## config.mk

```make
export PLATFORM = sky130hd
export DESIGN_NAME = key_watchdog
export DESIGN_NICKNAME = d
export VERILOG_FILES = /design/src/rtl/wdt_pkg.sv /design/src/rtl/wdt_ctrl.sv /design/src/rtl/wdt_datapath.sv /design/src/rtl/key_watchdog.sv
export SDC_FILE = /design/constraint.sdc
export NUM_CORES = 1
export LEC_CHECK = 0
export BUFFER_PORTS_ARGS = -buffer_cell sky130_fd_sc_hd__buf_2
export CELL_PAD_IN_SITES_DETAIL_PLACEMENT = 0
export CELL_PAD_IN_SITES_GLOBAL_PLACEMENT = 2
export CORE_MARGIN = 2
export CORE_UTILIZATION = 33
export DETAILED_ROUTE_END_ITERATION = 10
export PLACE_DENSITY = 0.81
export SETUP_SLACK_MARGIN = 0.4
export SLEW_MARGIN = 30
export SYNTH_ARGS = -nofsm -noshare
export SYNTH_HDL_FRONTEND = slang
export SYNTH_HIERARCHICAL = 1
export SYNTH_SLANG_ARGS = --single-unit
```

## constraint.sdc

```tcl
create_clock -name clk -period 2.99 [get_ports clk]
set_clock_uncertainty 0.2 [all_clocks]
set_input_delay 0.4485 -clock clk [delete_from_list [all_inputs] [get_ports clk]]
set_output_delay 0.4485 -clock clk [all_outputs]
set_load 0.01 [all_outputs]
```

## src/rtl/wdt_pkg.sv

```systemverilog
package wdt_pkg;
  localparam int WORD_W = 32;
  localparam int KEY_W  = 16;

  localparam logic [7:0] OFS_IDENT  = 8'h00;
  localparam logic [7:0] OFS_SCRATCH = 8'h04;
  localparam logic [7:0] OFS_CNT_LO = 8'h10;
  localparam logic [7:0] OFS_CNT_HI = 8'h14;
  localparam logic [7:0] OFS_PRD_LO = 8'h18;
  localparam logic [7:0] OFS_PRD_HI = 8'h1C;
  localparam logic [7:0] OFS_TMR    = 8'h20;
  localparam logic [7:0] OFS_GLB    = 8'h24;
  localparam logic [7:0] OFS_WDOG   = 8'h28;

  localparam logic [KEY_W-1:0] KEY_FIRST  = 16'hA5C6;
  localparam logic [KEY_W-1:0] KEY_SECOND = 16'hDA7E;

  localparam int BIT_ENABLE = 14;
  localparam int BIT_FLAG   = 15;

  localparam logic [1:0] TMR_MODE_PERIODIC = 2'd2;
  localparam logic [3:0] GLB_WATCHDOG_RUN  = 4'hB;

  typedef enum logic [1:0] {
    ST_IDLE    = 2'd0,
    ST_PREARM  = 2'd1,
    ST_ACTIVE  = 2'd2,
    ST_SERVICE = 2'd3
  } wdState_t;

  typedef struct packed {
    logic loadCntLo;
    logic loadCntHi;
    logic loadPrdLo;
    logic loadPrdHi;
    logic loadTmr;
    logic loadGlb;
    logic loadScratch;
    logic clearCnt;
    logic advance;
  } dpStrobe_t;
endpackage

```

## src/rtl/wdt_ctrl.sv

```systemverilog
module wdt_ctrl
  import wdt_pkg::*;
#(
  parameter int ADDR_W = 8
) (
  input  logic              clk,
  input  logic              rstN,
  input  logic              wrEn,
  input  logic [ADDR_W-1:0] addr,
  input  logic [WORD_W-1:0] wrData,
  input  logic              hitPeriod,
  input  logic              cfgReady,
  output dpStrobe_t         strobe,
  output logic              armed,
  output logic              flag,
  output logic              sysReset
);
  localparam logic [ADDR_W-1:0] A_WDOG = ADDR_W'(OFS_WDOG);

  wdState_t state, stateNext;
  logic [KEY_W-1:0] key;
  logic enBit, wdHit, badKey, clearReq, running, timeoutEv, isIdle;

  assign key    = wrData[WORD_W-1 -: KEY_W];
  assign enBit  = wrData[BIT_ENABLE];
  assign wdHit  = wrEn && (addr == A_WDOG);
  assign isIdle = (state == ST_IDLE);

  always_comb begin
    stateNext = state;
    badKey    = 1'b0;
    clearReq  = 1'b0;
    if (wdHit) begin
      unique case (state)
        ST_IDLE: if (key == KEY_FIRST && enBit) stateNext = ST_PREARM;
        ST_PREARM: begin
          if (key == KEY_SECOND && enBit) stateNext = ST_ACTIVE;
          else badKey = 1'b1;
        end
        ST_ACTIVE: begin
          if (key == KEY_FIRST) stateNext = ST_SERVICE;
          else badKey = 1'b1;
        end
        ST_SERVICE: begin
          if (key == KEY_SECOND) begin
            stateNext = ST_ACTIVE;
            clearReq  = 1'b1;
          end else badKey = 1'b1;
        end
        default: stateNext = ST_IDLE;
      endcase
    end
  end

  assign running   = (state == ST_ACTIVE || state == ST_SERVICE) && cfgReady && !flag;
  assign timeoutEv = running && hitPeriod;

  always_comb begin
    strobe.loadCntLo   = wrEn && isIdle && addr == ADDR_W'(OFS_CNT_LO);
    strobe.loadCntHi   = wrEn && isIdle && addr == ADDR_W'(OFS_CNT_HI);
    strobe.loadPrdLo   = wrEn && isIdle && addr == ADDR_W'(OFS_PRD_LO);
    strobe.loadPrdHi   = wrEn && isIdle && addr == ADDR_W'(OFS_PRD_HI);
    strobe.loadTmr     = wrEn && isIdle && addr == ADDR_W'(OFS_TMR);
    strobe.loadGlb     = wrEn && isIdle && addr == ADDR_W'(OFS_GLB);
    strobe.loadScratch = wrEn && addr == ADDR_W'(OFS_SCRATCH);
    strobe.clearCnt    = clearReq;
    strobe.advance     = running && !hitPeriod;
  end

  always_ff @(posedge clk) begin
    if (!rstN) begin
      state    <= ST_IDLE;
      flag     <= 1'b0;
      sysReset <= 1'b0;
    end else begin
      state    <= stateNext;
      flag     <= flag | timeoutEv;
      sysReset <= timeoutEv | badKey;
    end
  end

  assign armed = !isIdle;
endmodule

```

## src/rtl/wdt_datapath.sv

```systemverilog
module wdt_datapath
  import wdt_pkg::*;
#(
  parameter int                ADDR_W   = 8,
  parameter logic [WORD_W-1:0] ID_VALUE = 32'h5744_0001
) (
  input  logic                clk,
  input  logic                rstN,
  input  dpStrobe_t           strobe,
  input  logic [WORD_W-1:0]   wrData,
  input  logic                rdEn,
  input  logic [ADDR_W-1:0]   addr,
  input  logic                armed,
  input  logic                flag,
  output logic [WORD_W-1:0]   rdData,
  output logic                hitPeriod,
  output logic                cfgReady,
  output logic [2*WORD_W-1:0] count
);
  localparam int CNT_W = 2 * WORD_W;

  logic [CNT_W-1:0]  period;
  logic [1:0]        tmrMode;
  logic [3:0]        glbBits;
  logic [WORD_W-1:0] scratch;

  always_ff @(posedge clk) begin
    if (!rstN) begin
      count   <= '0;
      period  <= '0;
      tmrMode <= '0;
      glbBits <= '0;
      scratch <= '0;
    end else begin
      if (strobe.clearCnt)       count <= '0;
      else if (strobe.loadCntLo) count[WORD_W-1:0] <= wrData;
      else if (strobe.loadCntHi) count[CNT_W-1:WORD_W] <= wrData;
      else if (strobe.advance)   count <= count + CNT_W'(1);
      if (strobe.loadPrdLo)   period[WORD_W-1:0] <= wrData;
      if (strobe.loadPrdHi)   period[CNT_W-1:WORD_W] <= wrData;
      if (strobe.loadTmr)     tmrMode <= wrData[7:6];
      if (strobe.loadGlb)     glbBits <= wrData[3:0];
      if (strobe.loadScratch) scratch <= wrData;
    end
  end

  assign hitPeriod = (count == period);
  assign cfgReady  = (glbBits == GLB_WATCHDOG_RUN) && (tmrMode == TMR_MODE_PERIODIC);

  always_comb begin
    rdData = '0;
    if (rdEn) begin
      unique case (addr)
        ADDR_W'(OFS_IDENT):   rdData = ID_VALUE;
        ADDR_W'(OFS_SCRATCH): rdData = scratch;
        ADDR_W'(OFS_CNT_LO):  rdData = count[WORD_W-1:0];
        ADDR_W'(OFS_CNT_HI):  rdData = count[CNT_W-1:WORD_W];
        ADDR_W'(OFS_PRD_LO):  rdData = period[WORD_W-1:0];
        ADDR_W'(OFS_PRD_HI):  rdData = period[CNT_W-1:WORD_W];
        ADDR_W'(OFS_TMR):     rdData = WORD_W'({tmrMode, 6'b0});
        ADDR_W'(OFS_GLB):     rdData = WORD_W'(glbBits);
        ADDR_W'(OFS_WDOG): begin
          rdData[BIT_ENABLE] = armed;
          rdData[BIT_FLAG]   = flag;
        end
        default: rdData = '0;
      endcase
    end
  end
endmodule

```

## src/rtl/key_watchdog.sv

```systemverilog
module key_watchdog
  import wdt_pkg::*;
#(
  parameter int                ADDR_W   = 8,
  parameter logic [WORD_W-1:0] ID_VALUE = 32'h5744_0001
) (
  input  logic              clk,
  input  logic              rstN,
  input  logic [ADDR_W-1:0] busAddr,
  input  logic              busWrEn,
  input  logic [31:0]       busWrData,
  input  logic              busRdEn,
  output logic [31:0]       busRdData,
  output logic              sysResetOut
);
  dpStrobe_t           strobe;
  logic                armed, flag, hitPeriod, cfgReady;
  logic [2*WORD_W-1:0] count;

  wdt_ctrl #(.ADDR_W(ADDR_W)) u_ctrl (
    .clk(clk), .rstN(rstN), .wrEn(busWrEn), .addr(busAddr), .wrData(busWrData),
    .hitPeriod(hitPeriod), .cfgReady(cfgReady), .strobe(strobe),
    .armed(armed), .flag(flag), .sysReset(sysResetOut)
  );

  wdt_datapath #(.ADDR_W(ADDR_W), .ID_VALUE(ID_VALUE)) u_dp (
    .clk(clk), .rstN(rstN), .strobe(strobe), .wrData(busWrData),
    .rdEn(busRdEn), .addr(busAddr), .armed(armed), .flag(flag),
    .rdData(busRdData), .hitPeriod(hitPeriod), .cfgReady(cfgReady), .count(count)
  );
endmodule

```

* Word level (Yosys, flattened, before mapping)
Index checks and enable logic that the tools add are counted.
** Cells by class
- $add $sub $neg :: 1
- Equality and inequality tests :: 21
- Mux-type cells :: 21
- Reduce and logical (&&, ||, !) cells :: 28
- Bitwise logic cells :: 4
** Operator list (count)
- 32-bit 2-to-1 mux :: 4
- 14-bit one-hot mux with 8 select lines :: 1
- 16-bit one-hot mux with 6 select lines :: 1
- 64-bit by 1-bit adder with 64-bit output, second input constant :: 1
- 64-bit == test :: 1
- 64-bit 2-to-1 mux :: 1
- 16-bit == test, second input constant :: 2
- 8-bit by 5-bit == test with 1-bit output, second input constant :: 4
- 8-bit by 6-bit == test with 1-bit output, second input constant :: 3
- 1-bit logical AND :: 16
- 2-bit one-hot mux with 6 select lines :: 1
- 8-bit by 3-bit == test with 1-bit output, second input constant :: 1
- 8-bit zero test :: 1
- 2-bit 2-to-1 mux :: 4
- 2-bit by 1-bit inequality test with 1-bit output, second input constant :: 4
- 2-bit one-hot mux with 4 select lines :: 1
- 1-bit 2-to-1 mux :: 7
- 2-bit == test, second input constant :: 3
- 5-bit AND reduction :: 1
- 4-bit == test, second input constant :: 1
- 2-bit AND reduction :: 2
- 2-bit nonzero test :: 2
- 1-bit zero test :: 3
- 1-bit one-hot mux with 3 select lines :: 1
- other kinds (7) :: 9
** Word-level totals
- Register bits after elaboration :: 170

* Logic depth before layout (Yosys ltp)
- Depth after elaboration :: 8
- Gate-level depth with buffers :: 14

* Hierarchy
The synthesis kept the hierarchy.
** By module, submodules not included
- wdt_datapath :: instances 1, cells each 1185, area an instance 9816.9 sq um
- wdt_ctrl :: instances 1, cells each 56, area an instance 404.1 sq um

* Worst setup path before layout
OpenSTA, ideal clock, no wires.
- Path type :: reg2reg
- Start :: register u_dp.count[42]
- End :: register u_dp.count[40]
- Data required time :: 2703 ps
- Data arrival time :: 2700 ps
- Clock period less this slack :: 2987 ps
- Cell stages (with the launch flop) :: 13
- Library setup time :: 87 ps
- Setup slack :: 3 ps
- Cells stage by stage :: dfxtp_1 -> clkbuf_1 -> xor2_1 -> nor4_1 -> nand4_1 -> nor4_1 -> nor3_1 -> clkbuf_1 -> o21ai_0 -> clkbuf_1 -> clkbuf_1 -> a21oi_1 -> o31ai_1
** RTL lines
- start: declaration :: RTL line wdt_datapath.sv:18 : output logic [2*WORD_W-1:0] count
- start signal: indexed assignment :: RTL line wdt_datapath.sv:36 : else if (strobe.loadCntLo) count[WORD_W-1:0] <= wrData;
- start signal: indexed assignment :: RTL line wdt_datapath.sv:37 : else if (strobe.loadCntHi) count[CNT_W-1:WORD_W] <= wrData;
- start signal: assignment :: RTL line wdt_datapath.sv:38 : else if (strobe.advance) count <= count + CNT_W'(1);

* Final worst setup path
- Start :: input busAddr[5]
- End :: output busRdData[28]
** Between the ends
- Longest elaborated chain between the ends :: 3
- Elaborated cells on any way between the ends :: 8
- Those cells by class :: eq/ne (5); mux (2); reduce/logical (1)
** Ends and longest elaborated chain
- start: declaration :: RTL line key_watchdog.sv:9 : input logic [ADDR_W-1:0] busAddr,
- 8-bit by 5-bit == test with 1-bit output, or another cell as far along :: RTL line wdt_datapath.sv:53 : unique case (addr)
- 16-bit one-hot mux with 6 select lines * :: RTL line wdt_datapath.sv:53
- 32-bit 2-to-1 mux * :: RTL line wdt_datapath.sv:52 : if (rdEn) begin
- end: declaration :: RTL line key_watchdog.sv:13 : output logic [31:0] busRdData,
Mark *: on every way between the ends. The rest lies on a longest branch, timed or not.

==> summary.md <==
| Metric | Value |
|---|---|
| GR Overflow Total | `0` |
| Cell variety after synth | `68` |
| Insertion delay to the later sink of the worst-skew pair | `roughly 0.45 ns` |
| Fin crit period | `approximately 2.9 ns` |
| Area delta synth->final | `43.8%` |
| EDFF count, synth | `0` |
| Most frequent cells in the layout | `173 x buf_4, 158 x dfxtp_1, 118 x mux2i_1` |
| Critical Path RT | `between 2 and 2.5 ns` |
| Die Wd | `180 um` |
| Hold Worst Slack | `roughly 0.11 ns` |
| Yosys warnings | `6` |
| Maximum vdd drop | `0.000296 V` |
| R2R Setup Slk | `0.08 ns` |
| FMAX | `approximately 340 MHz` |
| CTS H-Tree Depth | `4` |
| Pins Over Slew Limit | `0` |
| Post-Synth Adder-Cell Area | `0.00122` |
| Starting Density | `0.335` |
| Reg2Reg Capture Point | `u_dp/count[60]` |
| Hold Crit Depth | `3` |
| Drt total wl | `around 47,000 um` |
| DRC Markers | `0` |
| Max_cap viols | `0` |
| Routed vias/inst | `roughly 5.9` |
| IO Pins | `77` |
| Area leader, netlist | `dfxtp_1` |
| Routability cong. | `just under 1` |
| Worst-path cell chain | `buf_6 -> or4b_4 -> buf_6 -> nor2_4 -> buf_12 -> buf_12 -> a22oi_1 -> a31oi_1 -> buf_2` |
| FILL cells | `around 2,900` |
| Largest cells by area after synthesis | `dfxtp_1 33%, mux2i_1 12%, nor2b_1 6.7%` |
| Largest net degree at the start of global routing | `64` |
| XOR/XNOR share of the synthesized area | `0.0805` |
| Max incr delay on CP | `0.61 ns` |
| Most common cell after layout, fill and taps aside | `buf_4` |
| Syn Area/Cell | `between 8 and 9 um2` |
| Initial antenna violation count | `2` |
| Vias in the first global route | `10,700` |
| GRT Resource Usage Total | `0.278` |
| Starting DRT DRC Count | `between 1,000 and 1,500` |
| Num CTS Buffers | `17` |
| Layout Nets | `approximately 1,500` |
| Fraction of layout cells with a size suffix above 1 | `0.356` |
| CTS tree | `built` |
| Worst R2R Path Depth | `12` |
| Crit share post-route | `0.973` |
| Post-Synth Simple-Gate Area | `0.261` |
| Total power | `between 5 and 6 mW` |
| Syn_nets | `1,286` |
| Hold path start | `busWrData[10]` |
| Die outline height | `180 um` |
| Status | `completed` |
| Final HPWL DP | `~33,000 um` |
| Compound-cell area share of the yosys netlist | `0.159` |
| Reg2reg start | `u_dp/period[37]` |
| Clock transition at the registers of the reported paths | `~0.070 ns` |
| Core area | `~0.031 mm2` |
| Die area | `~0.032 mm2` |
| Worst rel slew slack | `0.616` |
| Cell at the slowest stage of the critical path | `or4b_4` |
| Leakage | `between 5 and 6 nW` |
| Global-route wire length before repair | `roughly 68,000 um` |
| Hold WC Path Type | `primary input to register` |
| Cell row count | `between 60 and 70` |
| Detailed-route via count | `between 10,000 and 15,000` |
| CP bufs+invs | `5` |
| Final ANT Viol Nets | `0` |
| Top cell family by delay on the critical path | `simple AND/OR/NAND/NOR gates` |
| I/O Buffers | `76` |
| Final Setup Violations | `0` |
| Gate Count Post-Synth | `about 1,200` |
| Synth Register Bits | `170` |
| Pwr/cell area | `358 mW/mm2` |
| Critical Path End Type | `output port` |
| Sequential area share after synthesis | `0.333` |
| WP data arrival | `approximately 2.3 ns` |
| Startpoint Class | `primary input` |
| RSZ-0062 raised after global routing | `true` |
| Synth async-reset ratio | `0` |
| Hold Violations, Final | `0` |
| Largest family of logic cells by synthesized area | `simple AND/OR/NAND/NOR gates` |
| Yosys top cell area share | `0.333` |
| CTS Sinks | `170` |
| Top_reg_cell synth | `dfxtp_1` |
| Hold Crit Endpoint | `u_dp/count[10]` |
| Critical path class | `primary input to output port` |
| Clock Tree Buf Depth | `2` |
| CP Max Fanout | `8` |
| Slew @ Worst Pin | `roughly 0.58 ns` |
| Mapped cell area | `roughly 0.010 mm2` |
| Multiplexer share of the synthesized area | `0.116` |
| Drt wl/cell | `~25 um` |
| CTS root buffer | `clkbuf_16` |
| TritonRoute pass-1 iters | `5` |
final cells by class:
cell class | instances | area [um2] | share of cell area
repair buffers | 314 | 2770 | 0.189
well taps | 396 | 495 | 0.0337
multi-input cells | 942 | 7320 | 0.498
clock inverters | 10 | 168 | 0.0114
diodes | 1 | 2.50 | 0.000170
inverters | 16 | 60.1 | 0.00409
clock buffers | 21 | 460 | 0.0313
flip-flops and latches | 170 | 3420 | 0.233
where the power goes:
| group | internal, mW | total (mW) | switching, mW |
|---|---|---|---|
| clock | 1.44 | 2.45 | 1.00 |
| combinational | 0.211 | 0.521 | 0.311 |
| sequential | 2.28 | 2.30 | 0.0176 |
| total | 3.94 | 5.27 | 1.33 |
worst reg2reg max path: stages (launching register included):
cell and delay, ns:
dfxtp_1 0.35, xor2_1 0.21, nor4_1 0.38, nand4_1 0.20, nor4_4 0.39, nor3_4 0.09
buf_6 0.15, o21ai_4 0.22, buf_12 0.16, buf_12 0.13, nor2_1 0.05, mux2i_1 0.14
o211ai_1 0.11
per-layer routing:
layer,track usage,share of wire
met1,0.375,0.43
met2,0.427,0.44
met3,0.0620,0.086
met4,0.122,0.042
met5,0,0.00027
stage by stage:
step                      cell area (um2)   util  setup TNS (ns)  worst slack (ns)  cells
after CTS                           14100  0.462               0             0.126   1854
final                               14700  0.482               0            0.0806   1870
after global routing                14700  0.482               0            0.0347   1869
after floorplan                     10400      -               0             0.378   1241
after detailed placement            12400  0.407           -6.66            -0.319   1787
after global placement              12400  0.407           -3.85            -0.187   1787
repair_timing:
action,4_1_cts,5_1_grt
hold buffers,0,0
hold endpoints to repair,0,0
resized for setup,150,88
pin swaps,118,72
endpoints found under the setup margin,96,96
gates cloned,6,5
buffers inserted,30,10
cells in the mapped netlist, types with 38 or more instances:
cell / number
dfxtp_1: 170
a22oi_1: 60
clkbuf_1: 85
xor2_1: 77
nand4_1: 40
nand2_1: 72
nor2b_1: 109
nor2_1: 68
mux2i_1: 118
a21oi_1: 75
nand3_1: 45
nor4_1: 38
worst max-delay path by stage:
stage                    start             end  cells past startpoint
6_report            busAddr[5]   busRdData[28]                      9
5_1_grt             busAddr[5]   busRdData[28]                      9
4_1_cts             busAddr[5]   busRdData[28]                      9
3_5_place_dp   u_dp/period[61]  u_dp/count[34]                     12
3_3_place_gp   u_dp/period[61]  u_dp/count[62]                     12
2_1_floorplan   u_dp/count[43]  u_dp/count[14]                     14
cell families after synthesis:
kind of cell	Yosys count
AO/OA/AOI/OAI	251
XOR/XNOR	94
flip-flops	170
multiplexers	118
buffers and inverters	129
AND/OR/NAND/NOR	478
adder cells (fa/ha/maj)	1
registers in the layout (all words and copies together), names as in the netlist:
signal	count
u_ctrl/state	2
u_ctrl/flag	1
u_dp/tmrMode	2
u_dp/count	64
u_ctrl/sysReset	1
u_dp/period	64
u_dp/glbBits	4
u_dp/scratch	32
Note: power is estimated with default switching activity, not from simulation.
